File: config.mk
export PLATFORM = sky130hd
export DESIGN_NAME = pwm_timer_top
export DESIGN_NICKNAME = d
export VERILOG_FILES = /design/src/rtl/pwm_timer_pkg.sv /design/src/rtl/pwm_cfg_regs.sv /design/src/rtl/pwm_core.sv /design/src/rtl/pwm_timer_top.sv
export SDC_FILE = /design/constraint.sdc
export NUM_CORES = 1
export LEC_CHECK = 0
export CAP_MARGIN = 25
export CORE_ASPECT_RATIO = 0.6
export CORE_MARGIN = 10
export CORE_UTILIZATION = 40
export DETAILED_ROUTE_END_ITERATION = 8
export DONT_BUFFER_PORTS = 1
export PLACE_DENSITY = 0.52
export SLEW_MARGIN = 20
export SYNTH_ARGS = -nofsm -noshare
export SYNTH_HDL_FRONTEND = slang
export SYNTH_SLANG_ARGS = --single-unit
export TNS_END_PERCENT = 1
File: constraint.sdc
create_clock -name clk -period 3.83 [get_ports clk]
set_input_delay 0.383 -clock clk [delete_from_list [all_inputs] [get_ports clk]]
set_output_delay 0.383 -clock clk [all_outputs]
set_load 0.01 [all_outputs]
File: src/rtl/pwm_timer_pkg.sv
package pwm_timer_pkg;
    localparam int ADDR_W = 2;

    typedef enum logic [ADDR_W-1:0] {
        REG_CTRL   = 2'd0,
        REG_PERIOD = 2'd1,
        REG_WIDTH  = 2'd2,
        REG_STATUS = 2'd3
    } reg_addr_e;
endpackage

File: src/rtl/pwm_cfg_regs.sv
module pwm_cfg_regs
    import pwm_timer_pkg::*;
#(
    parameter int CNT_W = 32
) (
    input  logic              clk,
    input  logic              rst_n,
    input  logic              wr_en,
    input  logic [ADDR_W-1:0] wr_addr,
    input  logic [CNT_W-1:0]  wr_data,
    input  logic [ADDR_W-1:0] rd_addr,
    input  logic              period_end,
    input  logic              load_take,
    output logic [CNT_W-1:0]  rd_data,
    output logic              en,
    output logic              pol,
    output logic [CNT_W-1:0]  stg_period,
    output logic [CNT_W-1:0]  stg_width,
    output logic              armed,
    output logic              irq
);
    typedef struct packed {
        logic             en;
        logic             pol;
        logic             irq_en;
        logic [CNT_W-1:0] period;
        logic [CNT_W-1:0] width;
        logic             armed;
        logic             irq;
    } cfg_t;

    cfg_t s_d, s_q;
    logic width_wr;

    always_comb begin
        s_d      = s_q;
        width_wr = wr_en && (reg_addr_e'(wr_addr) == REG_WIDTH);
        if (load_take) s_d.armed = 1'b0;
        if (wr_en) begin
            case (reg_addr_e'(wr_addr))
                REG_CTRL: begin
                    s_d.en     = wr_data[0];
                    s_d.pol    = wr_data[1];
                    s_d.irq_en = wr_data[2];
                end
                REG_PERIOD: s_d.period = wr_data;
                REG_WIDTH: begin
                    s_d.width = wr_data;
                    s_d.armed = 1'b1;
                end
                REG_STATUS: if (wr_data[0]) s_d.irq = 1'b0;
                default: ;
            endcase
        end
        if (period_end && s_q.irq_en) s_d.irq = 1'b1;
    end

    always_ff @(posedge clk) begin
        if (!rst_n) s_q <= '0;
        else        s_q <= s_d;
    end

    always_comb begin
        rd_data = '0;
        case (reg_addr_e'(rd_addr))
            REG_CTRL:   rd_data[2:0] = {s_q.irq_en, s_q.pol, s_q.en};
            REG_PERIOD: rd_data = s_q.period;
            REG_WIDTH:  rd_data = s_q.width;
            REG_STATUS: rd_data[1:0] = {s_q.armed, s_q.irq};
            default: ;
        endcase
    end

    assign en         = s_q.en;
    assign pol        = s_q.pol;
    assign stg_period = s_q.period;
    assign stg_width  = s_q.width;
    assign armed      = s_q.armed;
    assign irq        = s_q.irq;

    AST_WIDTH_ARMS: assert property (@(posedge clk) disable iff (!rst_n)
        width_wr |=> armed);
    AST_SET_WINS: assert property (@(posedge clk) disable iff (!rst_n)
        (period_end && s_q.irq_en) |=> irq);
endmodule

File: src/rtl/pwm_core.sv
module pwm_core #(
    parameter int CNT_W = 32
) (
    input  logic             clk,
    input  logic             rst_n,
    input  logic             en,
    input  logic             pol,
    input  logic             armed,
    input  logic [CNT_W-1:0] stg_period,
    input  logic [CNT_W-1:0] stg_width,
    output logic             load_take,
    output logic             period_end,
    output logic             pwm_out
);
    typedef struct packed {
        logic             running;
        logic [CNT_W-1:0] cnt;
        logic [CNT_W-1:0] period;
        logic [CNT_W-1:0] width;
    } core_t;

    core_t s_d, s_q;
    logic [CNT_W:0] cnt_inc;
    logic           start, reload, valid, asserted;

    always_comb begin
        s_d        = s_q;
        cnt_inc    = {1'b0, s_q.cnt} + 1'b1;
        period_end = en && s_q.running && (cnt_inc >= {1'b0, s_q.period});
        start      = en && !s_q.running;
        reload     = start || period_end;
        load_take  = reload && armed;
        if (!en) begin
            s_d.running = 1'b0;
            s_d.cnt     = '0;
        end else begin
            s_d.running = 1'b1;
            s_d.cnt     = reload ? '0 : cnt_inc[CNT_W-1:0];
            if (load_take) begin
                s_d.period = stg_period;
                s_d.width  = stg_width;
            end
        end
        valid    = (s_q.period >= CNT_W'(2)) && (s_q.width != '0)
                   && (s_q.width < s_q.period);
        asserted = en && s_q.running && valid && (s_q.cnt < s_q.width);
        pwm_out  = pol ? asserted : !asserted;
    end

    always_ff @(posedge clk) begin
        if (!rst_n) s_q <= '0;
        else        s_q <= s_d;
    end

    AST_CNT_IN_RANGE: assert property (@(posedge clk) disable iff (!rst_n)
        s_q.running |-> (s_q.cnt == '0 || s_q.cnt < s_q.period));
    AST_WRAP_AT_END: assert property (@(posedge clk) disable iff (!rst_n)
        period_end |=> (s_q.cnt == '0));
    AST_LOAD_AT_RELOAD: assert property (@(posedge clk) disable iff (!rst_n)
        (s_q.period != $past(s_q.period)) |-> $past(load_take));
    AST_IDLE_CLEARS: assert property (@(posedge clk) disable iff (!rst_n)
        !en |=> (s_q.cnt == '0 && !s_q.running));
endmodule

File: src/rtl/pwm_timer_top.sv
module pwm_timer_top
    import pwm_timer_pkg::*;
#(
    parameter int CNT_W = 32
) (
    input  logic              clk,
    input  logic              rst_n,
    input  logic              wr_en,
    input  logic [ADDR_W-1:0] wr_addr,
    input  logic [CNT_W-1:0]  wr_data,
    input  logic [ADDR_W-1:0] rd_addr,
    output logic [CNT_W-1:0]  rd_data,
    output logic              pwm_out,
    output logic              irq
);
    logic             en, pol, armed, load_take, period_end;
    logic [CNT_W-1:0] stg_period, stg_width;

    pwm_cfg_regs #(.CNT_W(CNT_W)) i_regs (
        .clk(clk), .rst_n(rst_n), .wr_en(wr_en), .wr_addr(wr_addr),
        .wr_data(wr_data), .rd_addr(rd_addr), .period_end(period_end),
        .load_take(load_take), .rd_data(rd_data), .en(en), .pol(pol),
        .stg_period(stg_period), .stg_width(stg_width), .armed(armed),
        .irq(irq)
    );

    pwm_core #(.CNT_W(CNT_W)) i_core (
        .clk(clk), .rst_n(rst_n), .en(en), .pol(pol), .armed(armed),
        .stg_period(stg_period), .stg_width(stg_width),
        .load_take(load_take), .period_end(period_end), .pwm_out(pwm_out)
    );
endmodule

Yosys cells after proc, flatten, opt, wreduce, memory -nomap -nowiden. Cells that the tools add are included.

Bits of input ports: 39. Word-level logic and storage cells: 60. Output and inout port bits: 34. Register bits after elaboration: 166.

Eq/ne operators: 6. Order comparisons: 4. $add $sub $neg: 1. Reductions and logical operators: 24. Bitwise gates (word level): 2. Mux-type cells: 12.

Operators with widths (number): 32-bit less-than comparator (2); 29-bit one-hot mux with 2 select lines (1); 32-bit by 1-bit adder with 33-bit output, second input constant (1); 33-bit by 32-bit greater-or-equal comparator with 1-bit output (1); 33-bit two-way mux (1); 32-bit by 2-bit greater-or-equal comparator with 1-bit output, second input constant (1); 32-bit two-way mux (1); 32-bit nonzero test (1); 1-bit logical AND (9); 2-bit equality test, second input constant (4); 2-bit one-hot mux with 4 select lines (1); 2-bit AND reduction (4); 1-bit two-way mux (6); 2-bit nonzero test (3); 2-bit by 1-bit equality test with 1-bit output, second input constant (2); 2-bit zero test (2); 1-bit one-hot mux with 3 select lines (1); 3-bit AND reduction (1); 3-bit OR reduction (1); 1-bit zero test (2); 2-bit two-way mux (1); 1-bit NOT (2); 1-bit logical OR (1).

Longest topological paths before layout.
Word-level depth: 9. Gate-level depth with buffers: 18. Mapped depth without buffers: 15.

Hierarchy. Synthesis repeated with hierarchy kept, for this count alone.

Cell total of the unflattened synthesis: 1161. Area, all modules: 10107.2 um2.

Modules (own cells, without submodules): pwm_core (instances 1, cells an instance 752, seq. area each 1941.9 um2, area each 6431.2 um2); pwm_cfg_regs (instances 1, cells an instance 409, seq. area each 1381.3 um2, area each 3676.0 um2).

Worst setup path before layout. No wires, ideal clock.

Path kind: flip-flop to flip-flop. Start: reg i_core.s_q[64] (netlist bit). End: reg i_core.s_q[0] (netlist bit). Arrival time: 3328 ps. Stages on the path, launching flop included: 18. Path buffers: 3. Setup time: 119 ps. Required time: 3711 ps. Period minus slack after synthesis: 3447 ps. Setup slack: 383 ps. Cell sequence: dfxtp_1 > ha_1 > nand3_1 > or2_1 > clkbuf_1 > nor3_4 > nand3_1 > xnor2_1 > ha_1 > a211oi_1 > o21ai_0 > a311oi_1 > o211ai_1 > nor3_2 > a21oi_1 > buf_6 > buf_8 > mux2i_1.

Longest elaborated chain between the ends: 6.

RTL lines: start: declaration (RTL line pwm_core.sv:22) `core_t s_d, s_q;`; start signal: assignment (RTL line pwm_core.sv:51) `if (!rst_n) s_q <= '0;`; start signal: assignment (RTL line pwm_core.sv:52) `else s_q <= s_d;`; 32-bit by 1-bit adder with 33-bit output (RTL line pwm_core.sv:28) `cnt_inc = {1'b0, s_q.cnt} + 1'b1;`; net i_core.cnt_inc[18] (RTL line pwm_core.sv:23) `logic [CNT_W:0] cnt_inc;`; 33-bit by 32-bit greater-or-equal comparator with 1-bit output (RTL line pwm_core.sv:29) `period_end = en && s_q.running && (cnt_inc >= {1'b0, s_q.period});`; 1-bit logical AND (RTL line pwm_core.sv:29); 1-bit logical OR (RTL line pwm_core.sv:31) `reload = start || period_end;`; 1-bit logical AND (RTL line pwm_core.sv:32) `load_take = reload && armed;`; 2-bit AND reduction (no line).

The timed path passes the listed nets, and every way through them passes these cells. A chain may end at the register's enable or synchronous reset.

Final worst setup path.
Start: reg i_core.s_q[71] (netlist bit). End: reg i_core.s_q[15] (netlist bit).

The elaborated chain is that of the path after synthesis.

==> summary.md <==
| Metric | Value |
|---|---|
| Final setup fails | `0` |
| Starting density of the core | `41.0%` |
| Post-synthesis cell type count | `48` |
| Die W | `about 220 um` |
| Crit path arrival time | `4.05 ns` |
| Fillers | `between 2000 and 2500` |
| Ranking of synthesized cells by area | `dfxtp_1 35%, ha_1 13%, nand2_1 12%` |
| R2R Setup Slk | `0.15 ns` |
| Crit path buf inv count | `4` |
| Tot GR Track Use | `17.4%` |
| Clock root buffer | `clkbuf_16` |
| Number of global-route vias before repair | `7468` |
| Maximum vdd drop | `~0.28 mV` |
| Most instantiated cells after synthesis | `295 x nand2_1, 166 x dfxtp_1, 101 x ha_1, 71 x inv_1, 67 x mux2i_1` |
| Core Area | `23300 sq um` |
| Worst slew margin | `34.4%` |
| RSZ-0062 raised after global routing | `true` |
| Initial antenna violation count | `0` |
| Antenna diodes | `0` |
| Drt pass-1 iters | `5` |
| RD Place Congestion | `just over 0.9` |
| DRT Wirelength | `27.1 mm` |
| Ys async rst share | `0%` |
| Initial DRC count | `597` |
| Port-buffer cells | `0` |
| WHS Path Cells | `2` |
| I/O Pins | `between 70 and 80` |
| CP required | `approximately 4.2 ns` |
| FF-to-FF path depth | `18` |
| Final hold vios | `0` |
| Syn_nets | `roughly 1300` |
| Final worst path period share | `between 90% and 100%` |
| CP peak stage delay | `about 0.38 ns` |
| Grt ovf | `0` |
| Die ar. | `30700 sq um` |
| Hold Path End | `i_regs.stg_width[14]` |
| Syn Std Cell Area | `9550 sq um` |
| Post-synthesis sequential element count | `166` |
| Family with the most delay on the worst path | `simple AND/OR/NAND/NOR gates` |
| DR DRC count | `0` |
| Largest net degree at the start of global routing | `200` |
| Max FO, Critical Path | `8` |
| Mapped Avg Cell Area | `a little over 8 sq um` |
| Max Clock Freq | `roughly 270 MHz` |
| Final Non-Filler Cells | `1489` |
| Yosys top cell by area | `dfxtp_1` |
| Final Skew | `0.0116 ns` |
| Chip height | `between 100 and 150 um` |
| Layout cells sized above 1 | `8.77%` |
| Clock Tree Buf Depth | `2` |
| First-pass GRT wire length | `42.2 mm` |
| Final max-slew violation count | `0` |
| Power Density | `between 300 and 400 nW/um^2` |
| Seq/Total Area, Yosys | `a little over a third` |
| Worst hold-check path type | `input port to register` |
| Setup CP Type | `register to register` |
| Pleak | `4.09 nW` |
| Critical path's slowest cell | `dfxtp_1` |
| Worst Slack Setup Final | `0.153 ns` |
| Final core occ | `46.6%` |
| Yosys Warn Count | `0` |
| Place WS | `-0.0677 ns` |
| Placed insts | `1442` |
| Final #Nets | `1301` |
| Crit path cell chain | `nand4_1, nor2_4, and4_4, and4_4, nand4_1, xnor2_2, ha_1, nand3_2, nor4_2, buf_4, nand2_2, a21oi_2, nor3_2, buf_4, a21oi_4, clkbuf_16, clkbuf_16, mux2i_1` |
| Max Cap Viol | `0` |
| Area delta synth->final | `13.8%` |
| Crit path launch type | `register` |
| EDFF count, synth | `0` |
| Antenna-violating nets left | `0` |
| Routed vias/inst | `5.26` |
| Crit path time final | `3.68 ns` |
| CTS tree | `yes` |
| Cells after Synth | `1153` |
| Worst Tran Pin Value | `between 0.9 and 1 ns` |
| Main flop type after synthesis | `dfxtp_1` |
| R2R Path Start | `i_core.s_q[71]` |
| Vias | `slightly below 8000` |
| Worst Setup End Kind | `register` |
| CTS Buf Count | `17` |
| Most frequent cell after synthesis | `nand2_1` |
| Synth top area share | `34.8%` |
| Row cnt | `43` |
| Worst r2r dst | `i_core.s_q[15]` |
| Sum Neg Setup Slack | `0 ns` |
| CTS Sinks | `166` |
| Status | `finished, final reports clean` |
| CTS clk-pin slew, worst paths | `0.07 ns` |
| Routed len/inst | `18.2 um` |
| Hold Crit Start | `wr_data[14]` |
| Clock Latency Late Sink | `0.45 ns` |
| H-tree levels | `4` |
| DP HPWL | `roughly 19 mm` |
| CTS Hold Bufs | `0` |
==> metal layers <==
layer	GRT usage, %	share of wire, %
met2	25.9	43
met3	3.83	5.0
met1	24.7	51
met5	0	0
met4	4.45	0.94
==> placed cells by master (no fill, tap or decap), types with 3 or more instances in the layout <==
cell type and instances:
a22oi_1 29, mux2i_1 67, xor2_1 12, inv_1 71
clkbuf_16 22, clkinv_2 4, nor4_1 19, buf_6 4
clkinv_4 3, and4_1 6, xnor2_1 15, buf_12 4
and3_1 4, ha_1 100, and2_1 3, dfxtp_1 160
and2b_1 16, nand3_1 17, o21ai_0 23, a222oi_1 3
dfxtp_2 6, nor2b_1 48, a21oi_1 29, nor3_1 4
a21boi_0 64, buf_4 31, a211oi_1 6, bufinv_16 3
nor2_1 30, xnor2_2 4, nand2_1 294, nand4_1 27
==> what timing repair did <==
| action | CTS | global route |
|---|---|---|
| setup endpoints to repair | 59 | 97 |
| pin swaps | 1 | 13 |
| buffers inserted | 0 | 8 |
| cloned | 0 | 7 |
| resized for setup | 4 | 23 |
==> metrics by stage <==
step | cell area [sq um] | hold slack (ns) | total power, W
2_1_floorplan | 9550 | 0.442 | 0.00192
5_1_grt | 10900 | 0.0748 | 0.00381
4_1_cts | 10600 | 0.0639 | 0.00371
3_3_place_gp | 9940 | 0.465 | 0.00194
6_report | 10900 | 0.0780 | 0.00369
3_5_place_dp | 9940 | 0.469 | 0.00194
==> how the worst max path moves through the flow <==
| stage | depth (start not counted) | startpoint | endpoint |
|---|---|---|---|
| 6_report | 18 | i_core.s_q[71] | i_core.s_q[15] |
| 5_1_grt | 18 | i_core.s_q[71] | i_core.s_q[2] |
| 3_5_place_dp | 17 | i_core.s_q[64] | i_core.s_q[48] |
| 2_1_floorplan | 17 | i_core.s_q[64] | i_core.s_q[0] |
| 3_3_place_gp | 17 | i_core.s_q[64] | i_core.s_q[19] |
| 4_1_cts | 19 | i_core.s_q[64] | i_core.s_q[48] |
==> flip-flops by register name, summed over array words and instances (netlist names) <==
register           cells
i_regs.stg_period     32
i_regs.pol             1
i_regs.en              1
i_regs.irq             1
i_regs.s_q             1
i_core.s_q            97
i_regs.stg_width      32
i_regs.armed           1
==> worst register-to-register path, stage by stage, from the launching register on <==
cell and delay, ns:
dfxtp_1 0.38, nand4_1 0.21, nor2_4 0.18, and4_4 0.27
and4_4 0.25, nand4_1 0.16, xnor2_2 0.19, ha_1 0.34
nand3_2 0.09, nor4_2 0.26, buf_4 0.16, nand2_2 0.05
a21oi_2 0.13, nor3_2 0.05, buf_4 0.15, a21oi_4 0.19
clkbuf_16 0.20, clkbuf_16 0.17, mux2i_1 0.18
==> report_power, final <==
part	internal, W	total [W]	switching (W)	leakage, nW
clock network	0.00104	0.00179	0.000748	0.294
logic	0.0000530	0.000132	0.0000785	2.45
registers	0.00175	0.00177	0.0000209	1.34
total	0.00285	0.00369	0.000847	4.09
==> cell families (layout without fill, tap and decap cells) <==
kind of cell / Yosys count / in the layout / share of synthesized area (%)
buffers and inverters: 127 / 148 / 5.86
AO/OA/AOI/OAI: 174 / 174 / 12.4
AND/OR/NAND/NOR: 487 / 487 / 23.8
multiplexers: 67 / 67 / 7.02
flip-flops: 166 / 166 / 34.8
adder cells (fa/ha/maj): 101 / 101 / 13.2
XOR/XNOR: 31 / 31 / 2.84
==> layout make-up <==
class                      count  area (sq um)  share of cell area (%)
tap                          315           394                    3.63
inverter                      71           267                    2.45
timing repair buffer          45           510                    4.70
sequential                   166          3330                    30.7
clock inverter                12           153                    1.41
multi-input combinational    860          5760                    53.0
clock buffer                  20           447                    4.11
Note: power is estimated with default switching activity, not from simulation.
